--- config.mk ---
export PLATFORM = sky130hd
export DESIGN_NAME = ws_insert
export DESIGN_NICKNAME = d
export VERILOG_FILES = /design/src/rtl/ws_pkg.sv /design/src/rtl/ws_cfg_pick.sv /design/src/rtl/ws_history.sv /design/src/rtl/ws_decide.sv /design/src/rtl/ws_insert.sv
export SDC_FILE = /design/constraint.sdc
export NUM_CORES = 1
export LEC_CHECK = 0
export ABC_AREA = 1
export ABC_CLOCK_PERIOD_IN_PS = 1800
export BUFFER_PORTS_ARGS = -buffer_cell sky130_fd_sc_hd__buf_2
export CAP_MARGIN = 20
export CORE_ASPECT_RATIO = 0.9
export CORE_MARGIN = 1.5
export CORE_UTILIZATION = 38
export CTS_CLUSTER_SIZE = 40
export DETAILED_ROUTE_END_ITERATION = 10
export PLACE_DENSITY = 0.8
export SETUP_SLACK_MARGIN = 0.1
export SYNTH_ARGS = -nofsm -noshare
export SYNTH_HDL_FRONTEND = slang
export SYNTH_SLANG_ARGS = --single-unit
--- constraint.sdc ---
create_clock -name clk -period 1.8 [get_ports clk]
set_clock_uncertainty 0.2 [all_clocks]
set_input_delay 0.27 -clock clk [delete_from_list [all_inputs] [get_ports clk]]
set_output_delay 0.27 -clock clk [all_outputs]
set_load 0.02 [all_outputs]
--- src/rtl/ws_pkg.sv ---
package ws_pkg;
  typedef enum logic [1:0] {
    WK_NONE = 2'b00,
    WK_CS   = 2'b01,
    WK_RW   = 2'b10,
    WK_ER   = 2'b11
  } wait_kind_e;
endpackage

--- src/rtl/ws_cfg_pick.sv ---
// Selects one chip select's timing fields and reduces them to zero flags.
module ws_cfg_pick #(
  parameter int NUM_CS = 4,
  parameter int TW     = 3,
  localparam int CS_W  = $clog2(NUM_CS)
) (
  input  logic [CS_W-1:0]      cs,
  input  logic [NUM_CS-1:0]    wr_mode,
  input  logic [NUM_CS*TW-1:0] we_hold,
  input  logic [NUM_CS*TW-1:0] cs_wr_hold,
  input  logic [NUM_CS*TW-1:0] rd_setup,
  input  logic [NUM_CS*TW-1:0] cs_rd_setup,
  input  logic [NUM_CS*TW-1:0] rd_hold,
  output logic                 mode_o,
  output logic                 we_hold_z,
  output logic                 cs_wr_hold_z,
  output logic                 rd_setup_z,
  output logic                 cs_rd_setup_z,
  output logic                 rd_hold_z
);
  logic [NUM_CS-1:0] we_hold_zv, cs_wr_hold_zv, rd_setup_zv, cs_rd_setup_zv, rd_hold_zv;

  for (genvar g = 0; g < NUM_CS; g++) begin : g_zero
    assign we_hold_zv[g]     = (we_hold[g*TW +: TW] == '0);
    assign cs_wr_hold_zv[g]  = (cs_wr_hold[g*TW +: TW] == '0);
    assign rd_setup_zv[g]    = (rd_setup[g*TW +: TW] == '0);
    assign cs_rd_setup_zv[g] = (cs_rd_setup[g*TW +: TW] == '0);
    assign rd_hold_zv[g]     = (rd_hold[g*TW +: TW] == '0);
  end

  assign mode_o        = wr_mode[cs];
  assign we_hold_z     = we_hold_zv[cs];
  assign cs_wr_hold_z  = cs_wr_hold_zv[cs];
  assign rd_setup_z    = rd_setup_zv[cs];
  assign cs_rd_setup_z = cs_rd_setup_zv[cs];
  assign rd_hold_z     = rd_hold_zv[cs];
endmodule

--- src/rtl/ws_history.sv ---
// Record of the last accepted access, loaded on acceptance.
module ws_history #(
  parameter int CS_W = 2
) (
  input  logic            clk,
  input  logic            rst_n,
  input  logic            accept,
  input  logic            acc_write,
  input  logic [CS_W-1:0] acc_cs,
  input  logic            acc_mode,
  input  logic            acc_we_hold_z,
  input  logic            acc_cs_wr_hold_z,
  input  logic            acc_rd_hold_z,
  output logic            last_valid,
  output logic            last_write,
  output logic [CS_W-1:0] last_cs,
  output logic            last_mode,
  output logic            last_we_hold_z,
  output logic            last_cs_wr_hold_z,
  output logic            last_rd_hold_z
);
  logic            valid_d, write_d, mode_d, weh_d, csh_d, rdh_d;
  logic [CS_W-1:0] cs_d;

  always_comb begin
    valid_d = last_valid;
    write_d = last_write;
    cs_d    = last_cs;
    mode_d  = last_mode;
    weh_d   = last_we_hold_z;
    csh_d   = last_cs_wr_hold_z;
    rdh_d   = last_rd_hold_z;
    if (accept) begin
      valid_d = 1'b1;
      write_d = acc_write;
      cs_d    = acc_cs;
      mode_d  = acc_mode;
      weh_d   = acc_we_hold_z;
      csh_d   = acc_cs_wr_hold_z;
      rdh_d   = acc_rd_hold_z;
    end
  end

  always_ff @(posedge clk or negedge rst_n) begin
    if (!rst_n) begin
      last_valid        <= 1'b0;
      last_write        <= 1'b0;
      last_cs           <= '0;
      last_mode         <= 1'b0;
      last_we_hold_z    <= 1'b0;
      last_cs_wr_hold_z <= 1'b0;
      last_rd_hold_z    <= 1'b0;
    end else if (accept) begin
      last_valid        <= valid_d;
      last_write        <= write_d;
      last_cs           <= cs_d;
      last_mode         <= mode_d;
      last_we_hold_z    <= weh_d;
      last_cs_wr_hold_z <= csh_d;
      last_rd_hold_z    <= rdh_d;
    end
  end
endmodule

--- src/rtl/ws_decide.sv ---
// Classifies the gap between the last and the pending access.
module ws_decide
  import ws_pkg::*;
#(
  parameter int CS_W = 2
) (
  input  logic            last_valid,
  input  logic            last_write,
  input  logic [CS_W-1:0] last_cs,
  input  logic            last_mode,
  input  logic            last_we_hold_z,
  input  logic            last_cs_wr_hold_z,
  input  logic            last_rd_hold_z,
  input  logic            req_write,
  input  logic [CS_W-1:0] req_cs,
  input  logic            req_rd_setup_z,
  input  logic            req_cs_rd_setup_z,
  input  logic            we_fb,
  output wait_kind_e      kind
);
  logic same_cs, wr_to_rd, rd_to_wr, er_timing, er_cs_mode, er_fb;

  assign same_cs    = (last_cs == req_cs);
  assign wr_to_rd   = last_write && !req_write;
  assign rd_to_wr   = !last_write && req_write;
  assign er_timing  = last_we_hold_z && req_rd_setup_z;
  assign er_cs_mode = !last_mode && last_cs_wr_hold_z && req_cs_rd_setup_z;
  assign er_fb      = last_mode && last_we_hold_z && we_fb;

  always_comb begin
    kind = WK_NONE;
    if (last_valid) begin
      if (!same_cs)
        kind = WK_CS;
      else if (wr_to_rd && (er_timing || er_cs_mode || er_fb))
        kind = WK_ER;
      else if (rd_to_wr && last_rd_hold_z)
        kind = WK_RW;
    end
  end
endmodule

--- src/rtl/ws_insert.sv ---
module ws_insert
  import ws_pkg::*;
#(
  parameter int NUM_CS = 4,
  parameter int TW     = 3,
  localparam int CS_W  = $clog2(NUM_CS)
) (
  input  logic                 clk,
  input  logic                 rst_n,
  input  logic                 req_valid,
  input  logic                 req_write,
  input  logic [CS_W-1:0]      req_cs,
  input  logic                 we_fb,
  input  logic [NUM_CS-1:0]    cfg_wr_mode,
  input  logic [NUM_CS*TW-1:0] cfg_we_hold,
  input  logic [NUM_CS*TW-1:0] cfg_cs_wr_hold,
  input  logic [NUM_CS*TW-1:0] cfg_rd_setup,
  input  logic [NUM_CS*TW-1:0] cfg_cs_rd_setup,
  input  logic [NUM_CS*TW-1:0] cfg_rd_hold,
  output logic                 stall,
  output logic [1:0]           wait_kind
);
  // reset: asserted at once, released through two flops
  logic [1:0] rst_sync;
  logic       rst_int_n;

  always_ff @(posedge clk or negedge rst_n) begin
    if (!rst_n) rst_sync <= 2'b00;
    else        rst_sync <= {rst_sync[0], 1'b1};
  end
  assign rst_int_n = rst_sync[1];

  logic            p_mode, p_weh_z, p_csh_z, p_rds_z, p_csrs_z, p_rdh_z;
  logic            h_valid, h_write, h_mode, h_weh_z, h_csh_z, h_rdh_z;
  logic [CS_W-1:0] h_cs;
  wait_kind_e      kind;
  logic            gap_done, gap_done_d, gap_en, accept;

  ws_cfg_pick #(.NUM_CS(NUM_CS), .TW(TW)) u_pick (
    .cs(req_cs), .wr_mode(cfg_wr_mode), .we_hold(cfg_we_hold),
    .cs_wr_hold(cfg_cs_wr_hold), .rd_setup(cfg_rd_setup),
    .cs_rd_setup(cfg_cs_rd_setup), .rd_hold(cfg_rd_hold),
    .mode_o(p_mode), .we_hold_z(p_weh_z), .cs_wr_hold_z(p_csh_z),
    .rd_setup_z(p_rds_z), .cs_rd_setup_z(p_csrs_z), .rd_hold_z(p_rdh_z)
  );

  ws_history #(.CS_W(CS_W)) u_hist (
    .clk(clk), .rst_n(rst_int_n), .accept(accept),
    .acc_write(req_write), .acc_cs(req_cs), .acc_mode(p_mode),
    .acc_we_hold_z(p_weh_z), .acc_cs_wr_hold_z(p_csh_z), .acc_rd_hold_z(p_rdh_z),
    .last_valid(h_valid), .last_write(h_write), .last_cs(h_cs),
    .last_mode(h_mode), .last_we_hold_z(h_weh_z),
    .last_cs_wr_hold_z(h_csh_z), .last_rd_hold_z(h_rdh_z)
  );

  ws_decide #(.CS_W(CS_W)) u_dec (
    .last_valid(h_valid), .last_write(h_write), .last_cs(h_cs),
    .last_mode(h_mode), .last_we_hold_z(h_weh_z),
    .last_cs_wr_hold_z(h_csh_z), .last_rd_hold_z(h_rdh_z),
    .req_write(req_write), .req_cs(req_cs),
    .req_rd_setup_z(p_rds_z), .req_cs_rd_setup_z(p_csrs_z),
    .we_fb(we_fb), .kind(kind)
  );

  assign stall     = req_valid && (kind != WK_NONE) && !gap_done;
  assign accept    = req_valid && !stall;
  assign wait_kind = stall ? kind : WK_NONE;

  // gap_done marks that the pending request already had its idle cycle
  assign gap_en = accept || stall;
  always_comb gap_done_d = stall;

  always_ff @(posedge clk or negedge rst_int_n) begin
    if (!rst_int_n)  gap_done <= 1'b0;
    else if (gap_en) gap_done <= gap_done_d;
  end
endmodule

* Word-level counts from Yosys, hierarchy flattened *
Index checks and enable logic that the tools add are counted.

operators by class
  mux-type cells = 17
  magnitude comparators = 1
  equality and inequality tests = 1
  reductions and logical operators = 41

operators with widths
  cell                                                 count
  zero test 3 bit                                      20
  binary-select mux 1 bit (select 2 bit)               6
  logical AND 1 bit                                    12
  two-way mux 2 bit                                    5
  two-way mux 1 bit                                    6
  zero test 1 bit                                      5
  logical OR 1 bit                                     3
  < comparator 2 x 3 -> 1 bit (second input constant)  1
  equality test 2 bit                                  1
  nonzero test 2 bit                                   1

storage, ports and cells
  word-level logic and storage cells = 69
  input bits = 71
  output and inout port bits = 3
  register bits = 11

* Logic depth before layout (Yosys ltp) *
  word-level depth = 16
  gate-level depth with buffers = 13
  gate-level depth less buffers = 12

* By module *
A second synthesis with hierarchy kept.

unflattened totals
  cells, all modules = 168
  area total of the unflattened synthesis = 910.9 um2

modules (own cells, without submodules)
  module       area each (um2)  seq. area each (um2)  instances  cells an instance
  ws_cfg_pick  371.6            0.0                   1          95
  ws_history   300.3            200.2                 1          32
  ws_insert    138.9            75.1                  1          18
  ws_decide    100.1            0.0                   1          23

* Least setup slack after synthesis *
OpenSTA, ideal clock, no wires.

  kind = input to output
  start point = input req_cs[0]
  end point = output stall
  stages on the path = 7
  path slack = 109 ps
  required time = 1,330 ps
  buffers on the path = 2
  arrival time = 1,221 ps
  cell sequence = buf_6 or2_0 a21oi_1 and2_1 nand2_2 buf_6 nand2_1

between the ends
  word-level cells in the longest chain between the ends = 12
  elaborated cells on any way between the ends = 16
  classes of those cells = eq/ne: 1; mux: 7; reduce/logical: 8

RTL lines
  what                                                       RTL line                              source
  start, declared                                            ws_insert.sv:12                       input logic [CS_W-1:0] req_cs,
  binary-select mux 1 bit (select 2 bit) (on tied branches)  ws_cfg_pick.sv:34, ws_cfg_pick.sv:35
  two-way mux 1 bit (on tied branches)                       ws_cfg_pick.sv:34, ws_cfg_pick.sv:35
  logical AND 1 bit (on tied branches)                       ws_decide.sv:26, ws_decide.sv:27
  logical OR 1 bit (2 in a row)                              ws_decide.sv:35                       else if (wr_to_rd && (er_timing || er_cs_mode || er_fb))
  logical AND 1 bit                                          ws_decide.sv:35
  two-way mux 2 bit                                          ws_decide.sv:35
  two-way mux 2 bit (*)                                      ws_decide.sv:33                       if (!same_cs)
  two-way mux 2 bit (*)                                      ws_decide.sv:32                       if (last_valid) begin
  nonzero test 2 bit (*)                                     ws_insert.sv:65                       assign stall = req_valid && (kind != WK_NONE) && !gap_done;
  logical AND 1 bit (*) (2 in a row)                         ws_insert.sv:65
  end, declared                                              ws_insert.sv:20                       output logic stall,

Every way passes the cells marked *; elsewhere a longest branch is shown, timed or not. The select of a mux whose other input is x is not followed.

* Worst setup path in the final report *
  start point = register gap_done
  end point = output stall

between the ends
  word-level cells in the longest chain between the ends = 2

RTL lines
  what                    RTL line         source
  start, declared         ws_insert.sv:37  logic gap_done, gap_done_d, gap_en, accept;
  start signal, assigned  ws_insert.sv:75  else if (gap_en) gap_done <= gap_done_d;
  zero test 1 bit         ws_insert.sv:65
  logical AND 1 bit       ws_insert.sv:65

Every way passes these cells.

==> results.toml <==
[die]
dieArea_um2 = 2580
rows = 16
coreArea_um2 = 2160
start_util_pct = 40.2
die_w_um = 53.4
ios = 74
die_y_um = 48.4

[sta]
hold_violations = 0
finalCriticalPeriod_ps = 1990
drv_slew = 0
tns_ps = -414
rsz0062_at_grt = "true"
setup_ws_ps = -186
fmax_mhz = 504
period_share_pct = 110
setup_viol = 3

[placement]
gp_congestion = 0.753
dp_hpwl_mm = 2.17
dp_slack_ps = -39.2
place_inst = 228
place_area_um2 = 1270
port_buffers = 73

[clock_tree]
clockBufferDepth = 2
clock-root-buffer = "clkbuf_4"
path_clk_slew_ps = 60
insertion_delay_ps = 260
cts_tree = "yes"
clock-sinks = 11
cts_max_level = 1
cts_buffers = 3

[drt]
drt_iter0_drc = 29
met3_length_um = 169
avgViaCountPerCell = 4.93
first_pass_iters = 4
wl_met2_mm = 1.51
top_layer = "met4"
wl_met1_mm = 1.03
wl_per_cell_um = 11.9
wl_mm = 2.80
num_vias = 1163
drcViolationCount = 0
ant_nets = 0

[global_routing]
grt_pass1_vias = 1161
grt_antenna_before_repair = 0
grt_pass1_wl_mm = 4.51
grt.overflow.total = 0
grt_usage_pct = 22.9
grt_max_degree = 11

[setup_path]
critPathMaxStageDelay_ps = 400
path_cells = "nor3_1 -> and2_4 -> nand2_4 -> nand2_2 -> buf_6"
crit_type = "register to output port"
crit_fanout = 4
slowest_stage = "dfrtp_1"
required_ps = 1330
worstPathArrival_ps = 1520
setup.worst_path.end_class = "output port"
start_kind = "register"

[power_and_ir_drop]
power-per-cell-area_nw_per_um2 = 587
leakagePower_nw = 0.785
vdd_drop_max_mv = 0.546

[job]
maxCapViolCount = 0

[synthesis]
syn_inst = 127
ys_seq_area_share_pct = 31.7
synth_area_leaders = "dfrtp_1 32%, nand2_1 16%, nor2_1 6.9%"
syn_area_um2 = 868
ys_ff_latch = 11
yosys.area.top_type = "dfrtp_1"
synthDistinctLibCells = 23
postSynthAreaPerCell_um2 = 6.84
yosysTopAreaCellShare_pct = 31.7
ys_warn_count = 0
syn-num-nets = 198

[status]
outcome = "finished, violations left"
failed_checks = "negative setup slack"

[cells_and_area]
syn_to_final_growth_pct = 60.1
drive_gt1_share_pct = 52.2
layout_common_cells = "70 x buf_2, 29 x nand2_1, 16 x nor2_1"
fin_cells = 236
post-route-util_pct = 64.3
final_area_um2 = 1390
final_common_cell = "buf_2"
antenna_cells = 0
nNetsFinal = 281

[hold_path]
hold_class = "input port to register"
-- final cells by class --
cell class | count | area (um2)
fill | 199 | 772
multi-input combinational | 102 | 546
timing repair buffer | 84 | 472
sequential | 11 | 275
inverter | 8 | 37.5
tap | 27 | 33.8
clock buffer | 4 | 26.3
-- synth_stat cells, drive strengths merged --
library cell / number
and2: 1
inv: 8
or2: 1
buf: 6
conb: 1
nand3: 11
a21oi: 1
nor4: 6
nand4: 7
o22ai: 1
xor2: 1
nor2: 20
nand2: 40
o41ai: 3
nor3: 4
o21ai: 5
dfrtp: 11
-- metal layers --
metal / up-vias / track usage (%)
met5: - / 0
met4: 0 / 6.41
met3: 8 / 5.25
met2: 47 / 42.6
met1: 519 / 24.8
li1: 589 / -
-- state kept, by name, summed over array words and instances (netlist names) --
register                  cells
u_hist.last_cs                2
rst_sync                      2
u_hist.last_write             1
gap_done                      1
u_hist.last_cs_wr_hold_z      1
u_hist.last_valid             1
u_hist.last_rd_hold_z         1
u_hist.last_we_hold_z         1
u_hist.last_mode              1
-- power by group --
group	internal [mW]	total [mW]	switching, mW
clock network	0.0857	0.161	0.0753
logic	0.163	0.336	0.173
registers	0.287	0.319	0.0326
-- metrics by stage --
stage / total power, mW / hold WS [ps]
after floorplan: 0.475 / -226
after detailed placement: 0.594 / -142
final: 0.817 / 106
after global routing: 0.873 / 123
after global placement: 0.583 / -146
after CTS: 0.784 / 83.6
-- worst paths after layout --
check | from | endpoint | slack [ps] | depth (start not counted)
worst min register to register | rst_sync[0] | rst_sync[1] | 160 | 0
worst min-delay path | req_write | u_hist.last_write | 110 | 3
worst max-delay path | gap_done | stall | -190 | 5
min in group asynchronous | rst_n | rst_sync[0] | 120 | 2
worst max register to register | gap_done | u_hist.last_valid | 90 | 6
max in group asynchronous | rst_sync[1] | u_hist.last_valid | 590 | 1
-- cell families after synthesis --
group                  share of synthesized area (%)
XOR/XNOR                                        1.01
flip-flops                                      31.7
other                                          0.432
buffers and inverters                           9.94
AO/OA/AOI/OAI                                   7.20
AND/OR/NAND/NOR                                 49.7
-- critical path, delay by kind of cell, from the launching register on --
kind                   cells  cell delay (ps)
AND/OR/NAND/NOR            4              730
buffers and inverters      1              120
flip-flops                 1              400
-- what timing repair did --
action                                  4_1_cts  5_1_grt
hold endpoints to repair                     11        0
gates resized for setup                       9       11
endpoints found under the setup margin        3       11
pin swaps                                     4        3
hold buffers                                  2        0
setup buffers                                 1        2
Note: power is estimated with default switching activity, not from simulation.
